### src/rtl/gpint_pkg.sv
package gpint_pkg;

    // register byte offsets
    localparam int unsigned OFS_STATUS = 32'h40;
    localparam int unsigned OFS_ENABLE = 32'h50;
    localparam int unsigned OFS_TRIG   = 32'h60;
    localparam int unsigned OFS_CLEAR  = 32'h70;
    localparam int unsigned OFS_EN_MSK = 32'hD0;

    typedef enum logic [2:0] {
        TRIG_LVL_LOW  = 3'd0,
        TRIG_LVL_HIGH = 3'd1,
        TRIG_RISE     = 3'd2,
        TRIG_FALL     = 3'd3,
        TRIG_ANY      = 3'd4
    } trig_mode_e;

    function automatic trig_mode_e decode_mode(input logic pol, input logic edg,
                                               input logic both);
        trig_mode_e m;
        if (!edg)      m = pol ? TRIG_LVL_HIGH : TRIG_LVL_LOW;
        else if (both) m = TRIG_ANY;
        else           m = pol ? TRIG_RISE : TRIG_FALL;
        return m;
    endfunction

endpackage

### src/rtl/gpint_regs.sv
module gpint_regs
    import gpint_pkg::*;
#(
    parameter int NPIN = 8,
    parameter int AW   = 8,
    parameter int DW   = 32
) (
    input  logic              clk,
    input  logic              rst_n,
    input  logic              bus_we,
    input  logic [AW-1:0]     bus_addr,
    input  logic [DW-1:0]     bus_wdata,
    input  logic [NPIN-1:0]   sts_q,
    output logic [NPIN-1:0]   en_q,
    output logic [3*NPIN-1:0] trig_q,
    output logic [NPIN-1:0]   clr_vec,
    output logic [DW-1:0]     bus_rdata
);
    localparam int TW = 3 * NPIN;

    logic            hit_en, hit_trig, hit_clr, hit_msk;
    logic [NPIN-1:0] msk_sel, msk_val;

    assign hit_en   = bus_we && (bus_addr == AW'(OFS_ENABLE));
    assign hit_trig = bus_we && (bus_addr == AW'(OFS_TRIG));
    assign hit_clr  = bus_we && (bus_addr == AW'(OFS_CLEAR));
    assign hit_msk  = bus_we && (bus_addr == AW'(OFS_EN_MSK));

    assign msk_sel  = bus_wdata[2*NPIN-1:NPIN];
    assign msk_val  = bus_wdata[NPIN-1:0];
    assign clr_vec  = hit_clr ? bus_wdata[NPIN-1:0] : '0;

    always_ff @(posedge clk or negedge rst_n) begin
        if (!rst_n) begin
            en_q   <= '0;
            trig_q <= '0;
        end else begin
            if (hit_en)
                en_q <= bus_wdata[NPIN-1:0];
            else if (hit_msk)
                en_q <= (en_q & ~msk_sel) | (msk_val & msk_sel);
            if (hit_trig)
                trig_q <= bus_wdata[TW-1:0];
        end
    end

    always_comb begin
        bus_rdata = '0;
        if (bus_addr == AW'(OFS_STATUS))      bus_rdata = DW'(sts_q);
        else if (bus_addr == AW'(OFS_ENABLE)) bus_rdata = DW'(en_q);
        else if (bus_addr == AW'(OFS_TRIG))   bus_rdata = DW'(trig_q);
    end

endmodule

### src/rtl/gpint_pin_det.sv
module gpint_pin_det
    import gpint_pkg::*;
(
    input  logic clk,
    input  logic rst_n,
    input  logic pin_lvl,
    input  logic pol,
    input  logic edg,
    input  logic both,
    input  logic clr,
    output logic sts
);
    trig_mode_e mode;
    logic       prev_q;
    logic       hit;

    assign mode = decode_mode(pol, edg, both);

    // detection condition per mode
    always_comb begin
        hit = 1'b0;
        unique case (mode)
            TRIG_LVL_LOW:  hit = ~pin_lvl;
            TRIG_LVL_HIGH: hit = pin_lvl;
            TRIG_RISE:     hit = pin_lvl & ~prev_q;
            TRIG_FALL:     hit = ~pin_lvl & prev_q;
            TRIG_ANY:      hit = pin_lvl ^ prev_q;
            default:       hit = 1'b0;
        endcase
    end

    // a new hit wins over a clear in the same cycle
    always_ff @(posedge clk or negedge rst_n) begin
        if (!rst_n) begin
            prev_q <= 1'b0;
            sts    <= 1'b0;
        end else begin
            prev_q <= pin_lvl;
            sts    <= (sts & ~clr) | hit;
        end
    end

endmodule

### src/rtl/gpint_port.sv
module gpint_port
    import gpint_pkg::*;
#(
    parameter int NPIN = 8,
    parameter int AW   = 8,
    parameter int DW   = 32
) (
    input  logic            clk,
    input  logic            rst_n,
    input  logic [NPIN-1:0] pin_lvl,
    input  logic            bus_we,
    input  logic [AW-1:0]   bus_addr,
    input  logic [DW-1:0]   bus_wdata,
    output logic [DW-1:0]   bus_rdata,
    output logic            irq
);
    logic [NPIN-1:0]   sts_q;
    logic [NPIN-1:0]   en_q;
    logic [3*NPIN-1:0] trig_q;
    logic [NPIN-1:0]   clr_vec;

    gpint_regs #(.NPIN(NPIN), .AW(AW), .DW(DW)) u_regs (
        .clk      (clk),
        .rst_n    (rst_n),
        .bus_we   (bus_we),
        .bus_addr (bus_addr),
        .bus_wdata(bus_wdata),
        .sts_q    (sts_q),
        .en_q     (en_q),
        .trig_q   (trig_q),
        .clr_vec  (clr_vec),
        .bus_rdata(bus_rdata)
    );

    for (genvar i = 0; i < NPIN; i++) begin : g_pin
        gpint_pin_det u_det (
            .clk    (clk),
            .rst_n  (rst_n),
            .pin_lvl(pin_lvl[i]),
            .pol    (trig_q[i]),
            .edg    (trig_q[NPIN+i]),
            .both   (trig_q[2*NPIN+i]),
            .clr    (clr_vec[i]),
            .sts    (sts_q[i])
        );
    end

    always_ff @(posedge clk or negedge rst_n) begin
        if (!rst_n) irq <= 1'b0;
        else        irq <= |(sts_q & en_q);
    end

endmodule

### config.mk
export PLATFORM = sky130hd
export DESIGN_NAME = gpint_port
export DESIGN_NICKNAME = d
export VERILOG_FILES = /design/src/rtl/gpint_pkg.sv /design/src/rtl/gpint_regs.sv /design/src/rtl/gpint_pin_det.sv /design/src/rtl/gpint_port.sv
export SDC_FILE = /design/constraint.sdc
export NUM_CORES = 1
export LEC_CHECK = 0
export BUFFER_PORTS_ARGS = -buffer_cell sky130_fd_sc_hd__clkbuf_2
export CORE_MARGIN = 5
export CORE_UTILIZATION = 45
export DETAILED_ROUTE_END_ITERATION = 6
export GPL_TIMING_DRIVEN = 0
export MAX_ROUTING_LAYER = met4
export PLACE_DENSITY = 0.81
export SYNTH_ARGS = -nofsm -noshare
export SYNTH_HDL_FRONTEND = slang
export SYNTH_SLANG_ARGS = --single-unit
### constraint.sdc
create_clock -name clk -period 1.7 [get_ports clk]
set_clock_uncertainty 0.2 [all_clocks]
set_input_delay 0.255 -clock clk [delete_from_list [all_inputs] [get_ports clk]]
set_output_delay 0.255 -clock clk [all_outputs]
set_load 0.02 [all_outputs]
# --- Word level (Yosys, flattened, before mapping) ---
# Cells that the tools add are included.
word_totals:
  regBits: 49
  latch_bits: 0
  ramBits: 0
  romBits: 0
  input_bits: 51
  out_inout_bits: 33
  word_cells: 185
  memories: 0
classes:
  add_sub_neg: 0
  n_mul: 0
  n_div: 0
  magnitude_cmp: 0
  n_eq_ne: 37
  shifts: 0
  mux: 46
  bitwise: 69
  reduce_logical: 14
op_table:
  columns: ["cell", "n"]
  rows:
  - ["two-way mux 32 bit", 2]
  - ["== test 3 x 2 -> 1 bit (second input constant)", 16]
  - ["two-way mux 3 bit", 16]
  - ["one-hot mux 1 bit (5 select lines)", 8]
  - ["== test 8 x 7 -> 1 bit (second input constant)", 4]
  - ["bitwise AND 1 bit", 24]
  - ["bitwise AND 8 bit", 3]
  - ["== test 3 x 1 -> 1 bit (second input constant)", 8]
  - ["== test 3 bit (second input constant)", 8]
  - ["zero test 3 bit", 8]
  - ["two-way mux 24 bit", 1]
  - ["two-way mux 8 bit", 3]
  - ["inverter 1 bit", 24]
  - ["two-way mux 1 bit", 16]
  - ["== test 8 bit (second input constant)", 1]
  - ["inverter 8 bit", 1]
  - ["OR 1 bit", 8]
  - ["OR 8 bit", 1]
  - ["OR reduction 8 bit", 1]
  - ["bitwise XOR 1 bit", 8]
  - ["logical AND 1 bit", 4]
  - ["nonzero test 2 bit", 1]

# --- Depth between registers and ports, before layout ---
depth:
  word_depth: 6
  ltp_mapped: 5
  ltp_nobuf: 5

# --- Modules after synthesis ---
# A second synthesis with hierarchy kept.
hier_totals:
  cells_unflattened: 283
  hier_area_um2: 2986.6
by_module_without_submodules:
  columns: ["mod", "n_inst", "cells_each", "area_each_um2", "seq_area_each_um2"]
  rows:
  - ["gpint_regs", 1, 165, 1834.3, 800.8]
  - ["gpint_pin_det", 8, 14, 136.4, 50.0]
  - ["gpint_port", 1, 6, 61.3, 25.0]

# --- Worst setup path after synthesis ---
# No wires, ideal clock.
synth_path:
  kind: "input port to output port"
  startpoint: "input bus_addr[3]"
  endpoint: "output bus_rdata[13]"
  arrival_ps: 1289
  t_required_ps: 1245
  path_slack_ps: -44
  path_stages: 4
  path_buffers: 1
  path_cell_list: "nor4_4 -> and3_1 -> clkbuf_1 -> and2_1"
synth_between:
  elab_chain_cells: 4
  elab_cells_between_ends: 6
  cone_classes: "eq/ne (3); mux (3)"
synth_rtl:
  columns: ["item", "line_no", "source"]
  rows:
  - ["start: declaration", "gpint_port.sv:12", "input logic [AW-1:0] bus_addr,"]
  - ["== test 8 x 7 -> 1 bit", "gpint_regs.sv:51", "else if (bus_addr == AW'(OFS_TRIG)) bus_rdata = DW'(trig_q);"]
  - ["two-way mux 24 bit", "gpint_regs.sv:51", null]
  - ["two-way mux 32 bit", "gpint_regs.sv:50", "else if (bus_addr == AW'(OFS_ENABLE)) bus_rdata = DW'(en_q);"]
  - ["two-way mux 32 bit *", "gpint_regs.sv:49", "if (bus_addr == AW'(OFS_STATUS)) bus_rdata = DW'(sts_q);"]
  - ["end: declaration", "gpint_port.sv:14", "output logic [DW-1:0] bus_rdata,"]
# Mark *: on every way between the ends. The rest lies on a longest branch, timed or not.

# --- Worst setup path in the final report ---
layout_path:
  startpoint: "input bus_addr[7]"
  endpoint: "output bus_rdata[13]"
# The elaborated chain is that of the path after synthesis.

==> reports/results.tsv <==
metric	value	unit
synth_seq_area_share	40.9	%
rows	29	
dp_hpwl	5.04	mm
initial_core_util	46.7	%
timing.final.crit_share	109	%
grt_use_total	19.2	%
wirelength	8.05	mm
fin_worst_hold_slack	10.2	ps
fin_nets	453	
layout_common_cells	49 x dfrtp_1, 40 x clkbuf_2, 36 x buf_4	
drcViolationCount	0	
vias	2425	
syn_avg_cell_area	11.6	µm²
tightest_slew	576	ps
synth_cells	259	
clk_pin_slew	90	ps
diodes	0	
cts_buffer_depth	2	
cp_max_fo	5	
clock_latency	300	ps
rsz0062_at_grt	true	
p_total	2.42	mW
min_from	bus_wdata[8]	
power.leakage	2.38	nW
io_buffers	67	
cp.required	1240	ps
h-tree-depth	2	
yosys_warnings	0	
irDropWorstVdd	368	µV
hold_class	input port to register	
die_area	8390	µm²
wl_per_cell	17.3	µm
final_cell_count_no_fill	464	
setup_ws	-154	ps
grt_pass1_wl	12.6	mm
setup_viol	19	
power_frac_seq	52.6	%
syn2layout_area_growth	42.8	%
first_global_vias	2511	
drt-pass1-iter-count	4	
fillers	468	
critPathKind	input port to primary output	
vias_per_cell	5.23	
maxCapViolCount	0	
max_freq	539	MHz
power.switching	0.659	mW
numCtsBuffers	5	
grt_max_degree	50	
overflow	0	
die_h	91.6	µm
period_minus_slack	1850	ps
drv_slew	0	
dieWidth	91.6	µm
arrival	1400	ps
dp_cells	410	
powerDensity	565	nW/µm²
endpoint_kind	primary output	
place.gp.congestion	0.814	
cts_tree	built	
cp-start-kind	input port	
power_frac_comb	19.0	%
hold_viol_final	0	
startpoint	bus_addr[7]	
synth_area	3000	µm²
reg2reg_from	g_pin[2].u_det.prev_q	
slew_headroom	61.4	%
fin_setup_tns	-2150	ps
pre_cts_ws	-722	ps
clockPowerShare	28.4	%
violations	negative setup slack	
yosysUniqueCellTypes	30	
drive_gt1_share	47.0	%
antenna_found_initial	0	
root_buffer	clkbuf_8	
reg2reg_slack	80	ps
drtIter0Drc	174	
intPower	1.76	mW
final_common_cell	dfrtp_1	
ios	84	
ant_nets	0	
ys_seq_elements	49	
p_sw_share	27.2	%
cts.sinks	49	
status	finished, violations left	
coreArea	6420	µm²
==> per-layer routing <==
| metal | global-route usage [%] | part of all wire, % |
|---|---|---|
| met1 | 25.6 | 43 |
| met2 | 30.3 | 50 |
| met3 | 3.47 | 6.2 |
| met4 | 4.65 | 0.57 |
| met5 | - | 0 |
==> layout make-up <==
| type | count | area (µm²) | share of cell area, % |
|---|---|---|---|
| Multi-Input combinational cell | 178 | 1680 | 39.2 |
| Sequential cell | 49 | 1230 | 28.6 |
| Timing Repair Buffer | 113 | 958 | 22.4 |
| Buffer | 15 | 145 | 3.39 |
| Tap cell | 77 | 96.3 | 2.25 |
| Inverter | 24 | 90.1 | 2.10 |
| Clock buffer | 5 | 68.8 | 1.61 |
| Clock inverter | 3 | 17.5 | 0.409 |
==> power groups by stage <==
stage / combinational [mW] / sequential (mW) / clock (mW)
after floorplan: 0.216 / 1.29 / 0
after global placement: 0.353 / 1.29 / 0
after detailed placement: 0.364 / 1.30 / 0
after CTS: 0.416 / 1.27 / 0.701
after global routing: 0.505 / 1.28 / 0.754
final: 0.460 / 1.27 / 0.687
==> repair_timing <==
item / CTS / global route
endpoints found under the hold margin: 19 / 16
gates cloned: 1 / 0
endpoints found under the setup margin: 24 / 32
buffers inserted: 8 / 16
hold buffers: 19 / 1
resized for setup: 58 / 46
pin swaps: 4 / 2
==> per-stage QoR <==
step,area (µm²),utilization (%)
CTS,4040,62.9
global route,4280,66.6
floorplan,3040,-
detailed placement,3470,54.1
finish,4280,66.6
global placement,3470,54.1
==> logic make-up (layout without fill, tap and decap cells) <==
kind of cell | Yosys count | after routing | share of synthesized area (%)
buffers and inverters | 39 | 160 | 6.60
AO/OA/AOI/OAI | 36 | 36 | 10.0
adder cells (fa/ha/maj) | 16 | 16 | 6.68
AND/OR/NAND/NOR | 62 | 62 | 13.1
other | 1 | 8 | 0.125
XOR/XNOR | 8 | 8 | 2.34
multiplexers | 48 | 48 | 20.2
flip-flops | 49 | 49 | 40.9
==> synthesized netlist by cell type <==
cell type	number	share of area, %
dfrtp_1	49	41
inv_1	24	3.0
mux2_2	20	7.5
mux2_4	20	10
and2_1	17	3.5
ha_1	16	6.7
nor2_1	10	1.3
buf_4	9	2.3
nand3_1	9	1.5
a211o_1	8	2.3
a2bb2oi_1	8	2.3
mux2i_1	8	2.7
nand2_1	8	1.0
o211a_1	8	2.7
o22ai_1	8	1.7
or2b_1	8	2.0
xor2_1	8	2.3
a22oi_1	4	1.0
and3_1	2	0.42
buf_2	2	0.33
buf_6	2	0.75
clkbuf_1	2	0.25
nor2b_1	2	0.42
and4bb_2	1	0.42
conb_1	1	0.13
nand4_1	1	0.21
nand4_2	1	0.42
nand4_4	1	0.71
nor4_4	1	0.71
nor4b_2	1	0.50
==> worst paths after layout <==
kind / cells after the start / end
min in group asynchronous: 2 / u_regs.trig_q[21]
min: 2 / u_regs.trig_q[8]
min reg2reg: 1 / g_pin[1].u_det.sts
max in group asynchronous: 3 / u_regs.trig_q[7]
max reg2reg: 5 / g_pin[2].u_det.sts
max: 6 / bus_rdata[13]
==> worst max-delay path, stage by stage <==
cell and delay [ps]:
buf_12 100, nor4_4 300, and3_4 300, clkbuf_16 180, and2_4 150, buf_8 100
No activity file was read; power rests on OpenSTA's default activity.
